File: src/rtl/drv_dma_pkg.sv
package drv_dma_pkg;
    localparam int unsigned CTL_W    = 5;
    localparam int unsigned CB_RUN   = 0;
    localparam int unsigned CB_DIR   = 1;
    localparam int unsigned CB_PTR   = 2;
    localparam int unsigned CB_MIX   = 3;
    localparam int unsigned CB_SYNC  = 4;
    localparam int unsigned SYNC_LEN = 12;
    localparam int unsigned SYNC_IW  = $clog2(SYNC_LEN + 1);
    localparam int unsigned GRP_LEN  = 8;

    typedef enum logic [2:0] {
        ST_IDLE,
        ST_SYNC,
        ST_DATA,
        ST_PTR,
        ST_READ
    } dma_state_e;

    typedef struct packed {
        logic run;
        logic to_buf;
        logic ptr_en;
        logic mixed;
        logic sync_en;
    } dma_mode_t;

    function automatic logic [7:0] sync_byte(input logic [SYNC_IW-1:0] idx);
        return (idx == '0 || idx == SYNC_IW'(SYNC_LEN - 1)) ? 8'h00 : 8'hFF;
    endfunction
endpackage

File: src/rtl/dma_ctl_reg.sv
module dma_ctl_reg
    import drv_dma_pkg::*;
(
    input  logic             clk,
    input  logic             rst_n,
    input  logic             soft_rst,
    input  logic             ctl_we,
    input  logic [CTL_W-1:0] ctl_wdata,
    output dma_mode_t        mode,
    output logic             start
);
    dma_mode_t dec;

    always_comb begin
        dec.run     = ctl_wdata[CB_RUN];
        dec.to_buf  = dec.run & ctl_wdata[CB_DIR];
        dec.ptr_en  = dec.to_buf & ctl_wdata[CB_PTR];
        dec.mixed   = dec.ptr_en & ctl_wdata[CB_MIX];
        dec.sync_en = dec.to_buf & ctl_wdata[CB_SYNC];
    end

    always_ff @(posedge clk) begin
        if (!rst_n || soft_rst) begin
            mode  <= '0;
            start <= 1'b0;
        end else begin
            start <= ctl_we;
            if (ctl_we) mode <= dec;
        end
    end

    // dependent mode bits never stand without their enables
    p_mode_gating_r3: assert property (@(posedge clk) disable iff (!rst_n)
        (mode.ptr_en || mode.sync_en) |-> (mode.run && mode.to_buf));
endmodule

File: src/rtl/dma_addr_cnt.sv
module dma_addr_cnt #(
    parameter int unsigned W = 16
) (
    input  logic         clk,
    input  logic         rst_n,
    input  logic         soft_rst,
    input  logic         ld,
    input  logic [W-1:0] ld_val,
    input  logic         inc,
    output logic [W-1:0] q
);
    always_ff @(posedge clk) begin
        if (!rst_n || soft_rst) q <= '0;
        else if (ld)            q <= ld_val;
        else if (inc)           q <= q + W'(1);
    end

    p_addr_step_r7: assert property (@(posedge clk) disable iff (!rst_n || soft_rst)
        (inc && !ld) |=> (q == W'($past(q) + W'(1))));
    p_addr_load_r9: assert property (@(posedge clk) disable iff (!rst_n || soft_rst)
        ld |=> (q == $past(ld_val)));
endmodule

File: src/rtl/dma_ptr_pack.sv
module dma_ptr_pack #(
    parameter int unsigned N = 8
) (
    input  logic         clk,
    input  logic         rst_n,
    input  logic         soft_rst,
    input  logic         clr,
    input  logic         push,
    input  logic         flag,
    output logic         last,
    output logic [N-1:0] flags
);
    localparam int unsigned IW = $clog2(N);
    logic [IW-1:0] idx_q;

    assign last = (idx_q == IW'(N - 1));

    always_ff @(posedge clk) begin
        if (!rst_n || soft_rst || clr) begin
            idx_q <= '0;
            flags <= '0;
        end else if (push) begin
            flags[idx_q] <= flag;
            idx_q        <= last ? '0 : idx_q + IW'(1);
        end
    end

    p_group_clear_r9: assert property (@(posedge clk) disable iff (!rst_n)
        clr |=> (flags == '0 && !last));
endmodule

File: src/rtl/drv_dma_engine.sv
module drv_dma_engine
    import drv_dma_pkg::*;
#(
    parameter int unsigned ADDR_W = 16
) (
    input  logic              clk,
    input  logic              rst_n,
    input  logic              soft_rst,
    input  logic              ctl_we,
    input  logic [CTL_W-1:0]  ctl_wdata,
    input  logic              cnt_ld_drv,
    input  logic              cnt_ld_ptr,
    input  logic [ADDR_W-1:0] cnt_ld_val,
    input  logic              dec_valid,
    input  logic [7:0]        dec_data,
    input  logic              dec_err,
    output logic              dec_ready,
    input  logic              dec_oready,
    output logic              dec_ovalid,
    output logic [7:0]        dec_odata,
    output logic              mem_req,
    output logic              mem_we,
    input  logic              mem_gnt,
    output logic [ADDR_W-1:0] mem_addr,
    output logic [7:0]        mem_wdata,
    input  logic [7:0]        mem_rdata
);
    dma_state_e         state_q, state_d;
    dma_mode_t          mode;
    logic               start;
    logic [SYNC_IW-1:0] sync_idx_q;
    logic [ADDR_W-1:0]  drv_addr, ptr_addr;
    logic [GRP_LEN-1:0] ptr_flags;
    logic               grp_last, fire, sync_left;
    logic               drv_inc, ptr_inc, grp_push, grp_flag, grp_clr;

    dma_ctl_reg u_ctl (
        .clk(clk), .rst_n(rst_n), .soft_rst(soft_rst),
        .ctl_we(ctl_we), .ctl_wdata(ctl_wdata), .mode(mode), .start(start)
    );

    dma_addr_cnt #(.W(ADDR_W)) u_drv_cnt (
        .clk(clk), .rst_n(rst_n), .soft_rst(soft_rst),
        .ld(cnt_ld_drv), .ld_val(cnt_ld_val), .inc(drv_inc), .q(drv_addr)
    );

    dma_addr_cnt #(.W(ADDR_W)) u_ptr_cnt (
        .clk(clk), .rst_n(rst_n), .soft_rst(soft_rst),
        .ld(cnt_ld_ptr), .ld_val(cnt_ld_val), .inc(ptr_inc), .q(ptr_addr)
    );

    dma_ptr_pack #(.N(GRP_LEN)) u_pack (
        .clk(clk), .rst_n(rst_n), .soft_rst(soft_rst),
        .clr(grp_clr), .push(grp_push), .flag(grp_flag),
        .last(grp_last), .flags(ptr_flags)
    );

    assign fire      = mem_req && mem_gnt;
    assign sync_left = mode.sync_en && (sync_idx_q != SYNC_IW'(SYNC_LEN));
    assign drv_inc   = fire && (state_q != ST_PTR || mode.mixed);
    assign ptr_inc   = fire && (state_q == ST_PTR) && !mode.mixed;
    assign grp_push  = fire && (state_q == ST_SYNC || state_q == ST_DATA);
    assign grp_flag  = (state_q == ST_DATA) && dec_err;
    assign grp_clr   = start || (fire && state_q == ST_PTR);

    // state register
    always_ff @(posedge clk) begin
        if (!rst_n || soft_rst) begin
            state_q    <= ST_IDLE;
            sync_idx_q <= '0;
        end else begin
            state_q <= state_d;
            if (start)                            sync_idx_q <= '0;
            else if (fire && state_q == ST_SYNC)  sync_idx_q <= sync_idx_q + SYNC_IW'(1);
        end
    end

    // next state
    always_comb begin
        state_d = state_q;
        unique case (state_q)
            ST_IDLE: begin
                if (start && mode.run) begin
                    if (!mode.to_buf)     state_d = ST_READ;
                    else if (mode.sync_en) state_d = ST_SYNC;
                    else                   state_d = ST_DATA;
                end
            end
            ST_SYNC: begin
                if (fire) begin
                    if (mode.ptr_en && grp_last)                    state_d = ST_PTR;
                    else if (sync_idx_q == SYNC_IW'(SYNC_LEN - 1)) state_d = ST_DATA;
                end
            end
            ST_DATA: if (fire && mode.ptr_en && grp_last) state_d = ST_PTR;
            ST_PTR:  if (fire) state_d = sync_left ? ST_SYNC : ST_DATA;
            ST_READ: state_d = ST_READ;
            default: state_d = ST_IDLE;
        endcase
        if (ctl_we) state_d = ST_IDLE;
    end

    // outputs
    always_comb begin
        mem_req    = 1'b0;
        mem_we     = 1'b0;
        mem_addr   = drv_addr;
        mem_wdata  = '0;
        dec_ready  = 1'b0;
        dec_ovalid = 1'b0;
        dec_odata  = '0;
        unique case (state_q)
            ST_IDLE: ;
            ST_SYNC: begin
                mem_req   = 1'b1;
                mem_we    = 1'b1;
                mem_wdata = sync_byte(sync_idx_q);
            end
            ST_DATA: begin
                mem_req   = dec_valid;
                mem_we    = 1'b1;
                mem_wdata = dec_data;
                dec_ready = mem_gnt;
            end
            ST_PTR: begin
                mem_req   = 1'b1;
                mem_we    = 1'b1;
                mem_addr  = mode.mixed ? drv_addr : ptr_addr;
                mem_wdata = ptr_flags;
            end
            ST_READ: begin
                mem_req    = dec_oready;
                dec_ovalid = dec_oready && mem_gnt;
                dec_odata  = mem_rdata;
            end
            default: ;
        endcase
    end

    p_idle_quiet_r1: assert property (@(posedge clk) disable iff (!rst_n)
        (state_q == ST_IDLE) |-> (!mem_req && !dec_ready && !dec_ovalid));
    p_read_dir_r2: assert property (@(posedge clk) disable iff (!rst_n)
        (state_q == ST_READ) |-> (!mem_we && !dec_ready && !mode.to_buf));
    p_ptr_needs_en_r3: assert property (@(posedge clk) disable iff (!rst_n)
        (state_q == ST_PTR) |-> mode.ptr_en);
    p_mixed_frozen_r5: assert property (@(posedge clk) disable iff (!rst_n || soft_rst)
        (mode.mixed && !cnt_ld_ptr) |=> $stable(ptr_addr));
    p_sync_bound_r6: assert property (@(posedge clk) disable iff (!rst_n)
        sync_idx_q <= SYNC_IW'(SYNC_LEN));
    p_stall_hold_r8: assert property (@(posedge clk) disable iff (!rst_n || soft_rst)
        (mem_req && !mem_gnt && !ctl_we && !cnt_ld_drv && !cnt_ld_ptr &&
         (state_q == ST_SYNC || state_q == ST_PTR))
        |=> (mem_req && $stable(mem_addr) && $stable(mem_wdata)));
    p_soft_clear_r10: assert property (@(posedge clk) disable iff (!rst_n)
        soft_rst |=> (state_q == ST_IDLE && drv_addr == '0 && ptr_addr == '0));
endmodule

File: config.mk
export PLATFORM = sky130hd
export DESIGN_NAME = drv_dma_engine
export DESIGN_NICKNAME = d
export VERILOG_FILES = /design/src/rtl/drv_dma_pkg.sv /design/src/rtl/dma_ctl_reg.sv /design/src/rtl/dma_addr_cnt.sv /design/src/rtl/dma_ptr_pack.sv /design/src/rtl/drv_dma_engine.sv
export SDC_FILE = /design/constraint.sdc
export NUM_CORES = 1
export LEC_CHECK = 0
export BUFFER_PORTS_ARGS = -buffer_cell sky130_fd_sc_hd__buf_4
export CAP_MARGIN = 5
export CELL_PAD_IN_SITES_DETAIL_PLACEMENT = 1
export CELL_PAD_IN_SITES_GLOBAL_PLACEMENT = 1
export CORE_MARGIN = 4
export CORE_UTILIZATION = 42
export CTS_CLUSTER_DIAMETER = 50
export DETAILED_ROUTE_END_ITERATION = 12
export PLACE_DENSITY = 0.95
export SYNTH_ARGS = -nofsm -noshare
export SYNTH_HDL_FRONTEND = slang
export SYNTH_SLANG_ARGS = --single-unit
File: constraint.sdc
create_clock -name clk -period 3.5 [get_ports clk]
set_input_delay 0.7 -clock clk [delete_from_list [all_inputs] [get_ports clk]]
set_output_delay 0.7 -clock clk [all_outputs]
set_load 0.005 [all_outputs]
==> results of run 1 <==
==> synth_stat cells, types with 2 or more instances <==
library cell,n,share of area (%)
nand2_1,55,6.2
nor4_1,9,1.7
nand2b_1,9,1.7
dfxtp_1,56,34
inv_1,12,1.4
buf_1,2,0.23
nor2b_1,6,1.1
o31ai_1,3,0.68
nor3b_1,2,0.45
mux2i_1,18,5.4
buf_2,5,0.75
xnor2_1,25,6.6
nand4_1,12,2.3
and3_1,4,0.75
and2_1,9,1.7
or4_1,2,0.45
o21ai_1,2,0.30
clkbuf_1,18,2.0
a21oi_1,32,4.8
o21ai_0,47,7.1
ha_1,6,2.3
o21a_1,2,0.45
and4_1,2,0.53
nand3b_1,2,0.45
a211oi_1,2,0.45
nand4bb_1,3,1.0
nand3_1,18,2.7
xor2_1,7,1.8
nand4b_1,4,1.1
a311oi_1,2,0.53
nor3_1,8,1.2
o41ai_1,2,0.53
nor2_1,22,2.5
==> worst max-delay path, delay by kind of cell, from the launching register on <==
family,cells,cell delay [ns]
buffers and inverters,1,0.22
multiplexers,1,0.08
adder cells (fa/ha/maj),1,0.22
AO/OA/AOI/OAI,2,1.12
flip-flops,1,0.40
==> layer usage <==
metal / GRT usage, % / wire length, um / vias to the layer above
met1: 26.8 / 4380 / 1671
met2: 42.9 / 5670 / 90
li1: - / - / 1649
met4: 6.05 / 193 / 0
met5: 0 / 0 / -
met3: 3.39 / 476 / 16
==> sequential cells by signal, summed over array words and instances, names as in the netlist <==
register,count
u_pack.idx_q,3
sync_idx_q,4
u_drv_cnt.q,16
u_ptr_cnt.q,16
u_ctl.mode,5
u_ctl.start,1
state_q,3
u_pack.flags,8
==> worst paths after layout <==
path                            cells past startpoint                            to  slack (ns)
worst max-delay path                                5                  mem_wdata[2]        0.45
worst min-delay path                                2  u_pack.flags[0]$_SDFFE_PP0P_        0.48
worst max register to register                      5  u_drv_cnt.q[15]$_SDFFE_PP0P_        1.15
worst min register to register                      2  u_pack.flags[0]$_SDFFE_PP0P_        0.48
==> cells by family after synthesis <==
| logic type | after synthesis | share of synthesized area (%) |
|---|---|---|
| compound gates | 99 | 16.7 |
| buf+inv | 40 | 4.85 |
| fa+ha+maj | 6 | 2.26 |
| mux | 18 | 5.42 |
| xor+xnor | 32 | 8.43 |
| flops | 56 | 33.7 |
| simple gates | 176 | 28.6 |
==> power breakdown <==
group | leakage, nW | total (mW) | internal [mW] | switching (mW)
sequential | 0.456 | 0.674 | 0.654 | 0.0205
combinational | 1.06 | 0.139 | 0.0714 | 0.0671
clock | 0.0455 | 0.373 | 0.162 | 0.210
total | 1.56 | 1.19 | 0.888 | 0.298
==> through the flow <==
stage,hold slack (ns),cells
final,0.479,599
after floorplan,0.437,427
after detailed placement,0.472,591
after CTS,0.487,599
after global routing,0.531,599
after global placement,0.460,591
==> layout by cell type (no fill, tap or decap), drive strengths merged, types with 4 or more instances in the layout <==
master   n
dfxtp   56
and3     4
nor2    22
mux2i   18
nor4     9
buf     89
inv     12
nand3   18
a21oi   32
and2     9
nand2b   9
ha       6
nand2   55
nand4b   4
xnor2   25
xor2     7
nor2b    6
nor3     8
clkbuf   8
nand4   12
o21ai   49
==> layout make-up <==
type	count	area (sq um)
Clock buffer	8	90.1
Fill cell	1001	3630
Inverter	13	48.8
Multi-Input combinational cell	331	2040
Sequential cell	56	1120
Tap cell	102	128
Timing Repair Buffer	89	668
==> flow_metrics.py, run 1 <==
metrics = {
    "run_status": {
        "status": "finished, final reports clean",
    },
    "power": {
        "peakVddDrop_mv": 0.222,
        "report.power.total_mw": 1.19,
        "p_leak_nw": 1.56,
        "powerDensity_nw_per_um2": 289,
    },
    "setup_path": {
        "crit_chain": "ha_1 > mux2i_1 > o21ai_0 > o21ai_0 > buf_4",
        "setup.worst_path.end_class": "output pin",
        "start_kind": "register",
        "crit_path_start": "sync_idx_q[0]$_SDFFE_PP0P_",
        "required_ns": 2.80,
        "slowest_stage": "o21ai_0",
        "path_max_fanout": 8,
        "cp_slowest_stage_delay_ns": 0.82,
        "crit_type": "register to output pin",
        "r2r-start": "state_q[2]$_SDFFE_PP0P_",
        "crit_arrival_ns": 2.35,
        "cp_common_cell": "o21ai_0",
    },
    "hold_path": {
        "hold_start": "u_pack.flags[0]$_SDFFE_PP0P_",
        "hold_class": "register to register",
    },
    "final_layout": {
        "syn_to_final_growth_pct": 23.3,
        "postLayoutCoreUtil_pct": 53.0,
        "fin_nets": 549,
        "drive_above_1_share_pct": 20.3,
        "stdcell_area_sq_um": 4100,
        "n_antenna_cell": 0,
    },
    "synth": {
        "synth_edf_count": 0,
        "ys.flop_type": "dfxtp_1",
        "avgSynthCellArea_sq_um": 7.79,
        "synth_fp_nets": 480,
        "synth_cells": 427,
        "synth_area_sq_um": 3330,
        "ys_seq_area_share_pct": 33.7,
        "ys_types": 52,
        "ys_async_sr_fraction_pct": 0,
        "synth_warnings": 0,
        "synth_seq_cells": 56,
    },
    "route": {
        "remaining_drc_errors": 0,
        "drt_iter0_markers": 172,
        "drt-vias-per-instance": 5.72,
        "wl_per_cell_um": 17.9,
        "antenna_left": 0,
        "vias": 3426,
        "drtPass1Iterations": 4,
        "finalWirelength_um": 10700,
    },
    "global_routing": {
        "grt-ovfl-total": 0,
        "grt_usage_pct": 22.8,
        "grt_pass1_wl_um": 18000,
        "grt_pass1_vias": 3691,
        "grt_max_degree": 30,
        "antenna_found_initial": 0,
    },
    "die": {
        "die_h_um": 97.0,
        "initial_core_util_pct": 43.0,
        "fp-row-count": 32,
        "core-area_sq_um": 7730,
        "dieArea_sq_um": 9410,
        "io_pins": 83,
        "die-width_um": 97.0,
    },
    "timing": {
        "clock.fmax_ghz": 0.328,
        "maxSlewViolCount": 0,
        "setup_tns_ns": 0,
        "tightest_slew_ns": 1.06,
        "max-slew-margin-rel_pct": 28.5,
        "rsz0062_at_grt": "false",
        "period_share_pct": 87.1,
        "worst_slack_ns": 0.450,
        "finalCriticalPeriod_ns": 3.05,
        "fin_skew_ns": 0.0122,
        "hold_viol_final": 0,
        "finalSetupViolations": 0,
    },
    "clocking": {
        "clk_pin_slew_ns": 0.09,
        "postCtsSetupRepairBufs": 0,
        "h-tree-depth": 2,
        "tritoncts": "done",
        "clockRootBuffer": "clkbuf_8",
        "cts_hold_buf": 0,
        "numCtsBuffers": 5,
        "post_cts_resized": 0,
        "insertion_delay_ns": 0.31,
        "cts_sinks": 56,
        "clockBufferDepth": 2,
    },
    "placed_design": {
        "placed_area_sq_um": 4010,
        "portBuffers": 82,
        "hpwl_um": 8280,
        "gp_congestion": 0.833,
        "place_ws_ns": 0.804,
    },
    "run": {
        "drv_cap": 0,
    },
}
Note: power is estimated with default switching activity, not from simulation.
==> inputs of run 2 (changes only) <==
Settings changed: CORE_UTILIZATION 42 to 37, PLACE_DENSITY 0.95 to 0.88.
==> run 2 against run 1 <==
Net effect:
- clock power shrank 2%
- largest cell class unchanged
- core utilization fell by 6.0 points
- routed wire length about the same
==> flow_metrics.py, run 2 (same netlist as run 1, synthesis figures left out) <==
metrics = {
    "setup_path": {
        "reg2reg_depth": 5,
        "crit_type": "register to output pin",
        "required_ns": 2.80,
        "crit_arrival_ns": 2.26,
        "setup.worst_path.end_class": "output pin",
        "timing.rr.end": "u_drv_cnt.q[15]$_SDFFE_PP0P_",
        "r2r_setup_slack_ns": 1.04,
        "path_max_fanout": 8,
        "r2r-start": "state_q[2]$_SDFFE_PP0P_",
        "start_kind": "register",
    },
    "clocking": {
        "post_cts_resized": 0,
        "tritoncts": "done",
        "cts_sinks": 56,
        "clockRootBuffer": "clkbuf_8",
        "numCtsBuffers": 5,
        "clk_pin_slew_ns": 0.10,
        "cts_hold_buf": 0,
        "insertion_delay_ns": 0.32,
        "clockBufferDepth": 2,
        "h-tree-depth": 2,
        "postCtsSetupRepairBufs": 0,
    },
    "route": {
        "antenna_left": 0,
        "wl_per_cell_um": 17.7,
        "vias": 3380,
        "drt_iter0_markers": 92,
        "finalWirelength_um": 10700,
        "drtPass1Iterations": 4,
        "remaining_drc_errors": 0,
        "drt-vias-per-instance": 5.59,
    },
    "die": {
        "io_pins": 83,
        "dieArea_sq_um": 10600,
        "core-area_sq_um": 8720,
        "die_h_um": 103,
        "fp-row-count": 34,
        "initial_core_util_pct": 38.1,
        "die-width_um": 103,
    },
    "global_routing": {
        "grt_pass1_vias": 3520,
        "grt_usage_pct": 20.5,
        "antenna_found_initial": 0,
        "grt_max_degree": 30,
        "grt-ovfl-total": 0,
        "grt_pass1_wl_um": 17100,
    },
    "final_layout": {
        "syn_to_final_growth_pct": 23.4,
        "fin_nets": 549,
        "n_antenna_cell": 0,
        "final_common_cell": "buf_4",
        "drive_above_1_share_pct": 20.7,
        "stdcell_area_sq_um": 4100,
        "top_regs": "u_drv_cnt.q x16, u_ptr_cnt.q x16, u_pack.flags x8",
        "layout_common_cells": "buf_4 (89), dfxtp_1 (56), nand2_1 (55), o21ai_0 (47), a21oi_1 (32)",
        "n_fill_cell": 1091,
    },
    "placed_design": {
        "placed_area_sq_um": 4020,
        "gp_congestion": 0.843,
        "hpwl_um": 8100,
        "portBuffers": 82,
    },
    "hold_path": {
        "hold_depth": 2,
        "hold_end": "u_pack.flags[5]$_SDFFE_PP0P_",
        "hold_start": "u_pack.flags[5]$_SDFFE_PP0P_",
        "hold_class": "register to register",
    },
    "timing": {
        "period_share_pct": 84.7,
        "max-slew-margin-rel_pct": 37.2,
        "maxSlewViolCount": 0,
        "rsz0062_at_grt": "false",
        "setup_tns_ns": 0,
        "hold_viol_final": 0,
        "tightest_slew_ns": 0.933,
        "clock.fmax_ghz": 0.337,
        "finalSetupViolations": 0,
        "fin_skew_ns": 0.00583,
        "finalCriticalPeriod_ns": 2.96,
    },
    "power": {
        "p_leak_nw": 1.56,
        "report.power.total_mw": 1.18,
        "peakVddDrop_mv": 0.159,
        "powerDensity_nw_per_um2": 287,
    },
    "run": {
        "drv_cap": 0,
    },
    "run_status": {
        "status": "finished, final reports clean",
    },
}
run 2: critical path, stage by stage (launching register included):
cell     delay [ns]
dfxtp_1        0.41
ha_1           0.21
mux2i_1        0.08
o21ai_0        0.73
o21ai_0        0.29
buf_4          0.22
run 2: metal layers:
| metal | up-vias | global-route usage [%] | wire (um) |
|---|---|---|---|
| li1 | 1649 | - | - |
| met1 | 1629 | 24.1 | 4420 |
| met2 | 85 | 38.9 | 5600 |
| met3 | 17 | 2.71 | 532 |
| met4 | 0 | 5.58 | 176 |
| met5 | - | 0 | 0 |
run 2: how the worst max path moves through the flow:
stage                                     startpoint                           end  slack (ns)  depth (start not counted)
after detailed placement                   dec_valid                       mem_req        0.90                          5
after CTS                 sync_idx_q[0]$_SDFFE_PP0P_                  mem_wdata[3]        0.53                          5
final                     sync_idx_q[0]$_SDFFE_PP0P_                  mem_wdata[3]        0.54                          5
after floorplan                              mem_gnt  u_ptr_cnt.q[15]$_SDFFE_PP0P_        1.22                          6
after global routing      sync_idx_q[0]$_SDFFE_PP0P_                  mem_wdata[3]        0.36                          5
after global placement                     dec_valid                       mem_req        0.92                          5
run 2: layout make-up:
cell class	count	area [sq um]	share of cell area, %
Multi-Input combinational cell	331	2040	49.8
Clock buffer	5	68.8	1.68
Inverter	13	48.8	1.19
Sequential cell	56	1120	27.3
Clock inverter	3	18.8	0.457
Tap cell	108	135	3.29
Timing Repair Buffer	89	668	16.3
run 2: stage by stage:
step           util [%]  worst slack (ns)  cells  hold slack (ns)
2_1_floorplan         -              1.22    427            0.437
3_3_place_gp       46.1             0.920    597            0.460
3_5_place_dp       46.1             0.898    597            0.470
4_1_cts            47.1             0.528    605            0.489
5_1_grt            47.1             0.358    605            0.521
6_report           47.1             0.536    605            0.482
run 2: where the power goes:
group | switching [mW] | internal (mW)
sequential | 0.0209 | 0.654
combinational | 0.0663 | 0.0715
clock | 0.223 | 0.140
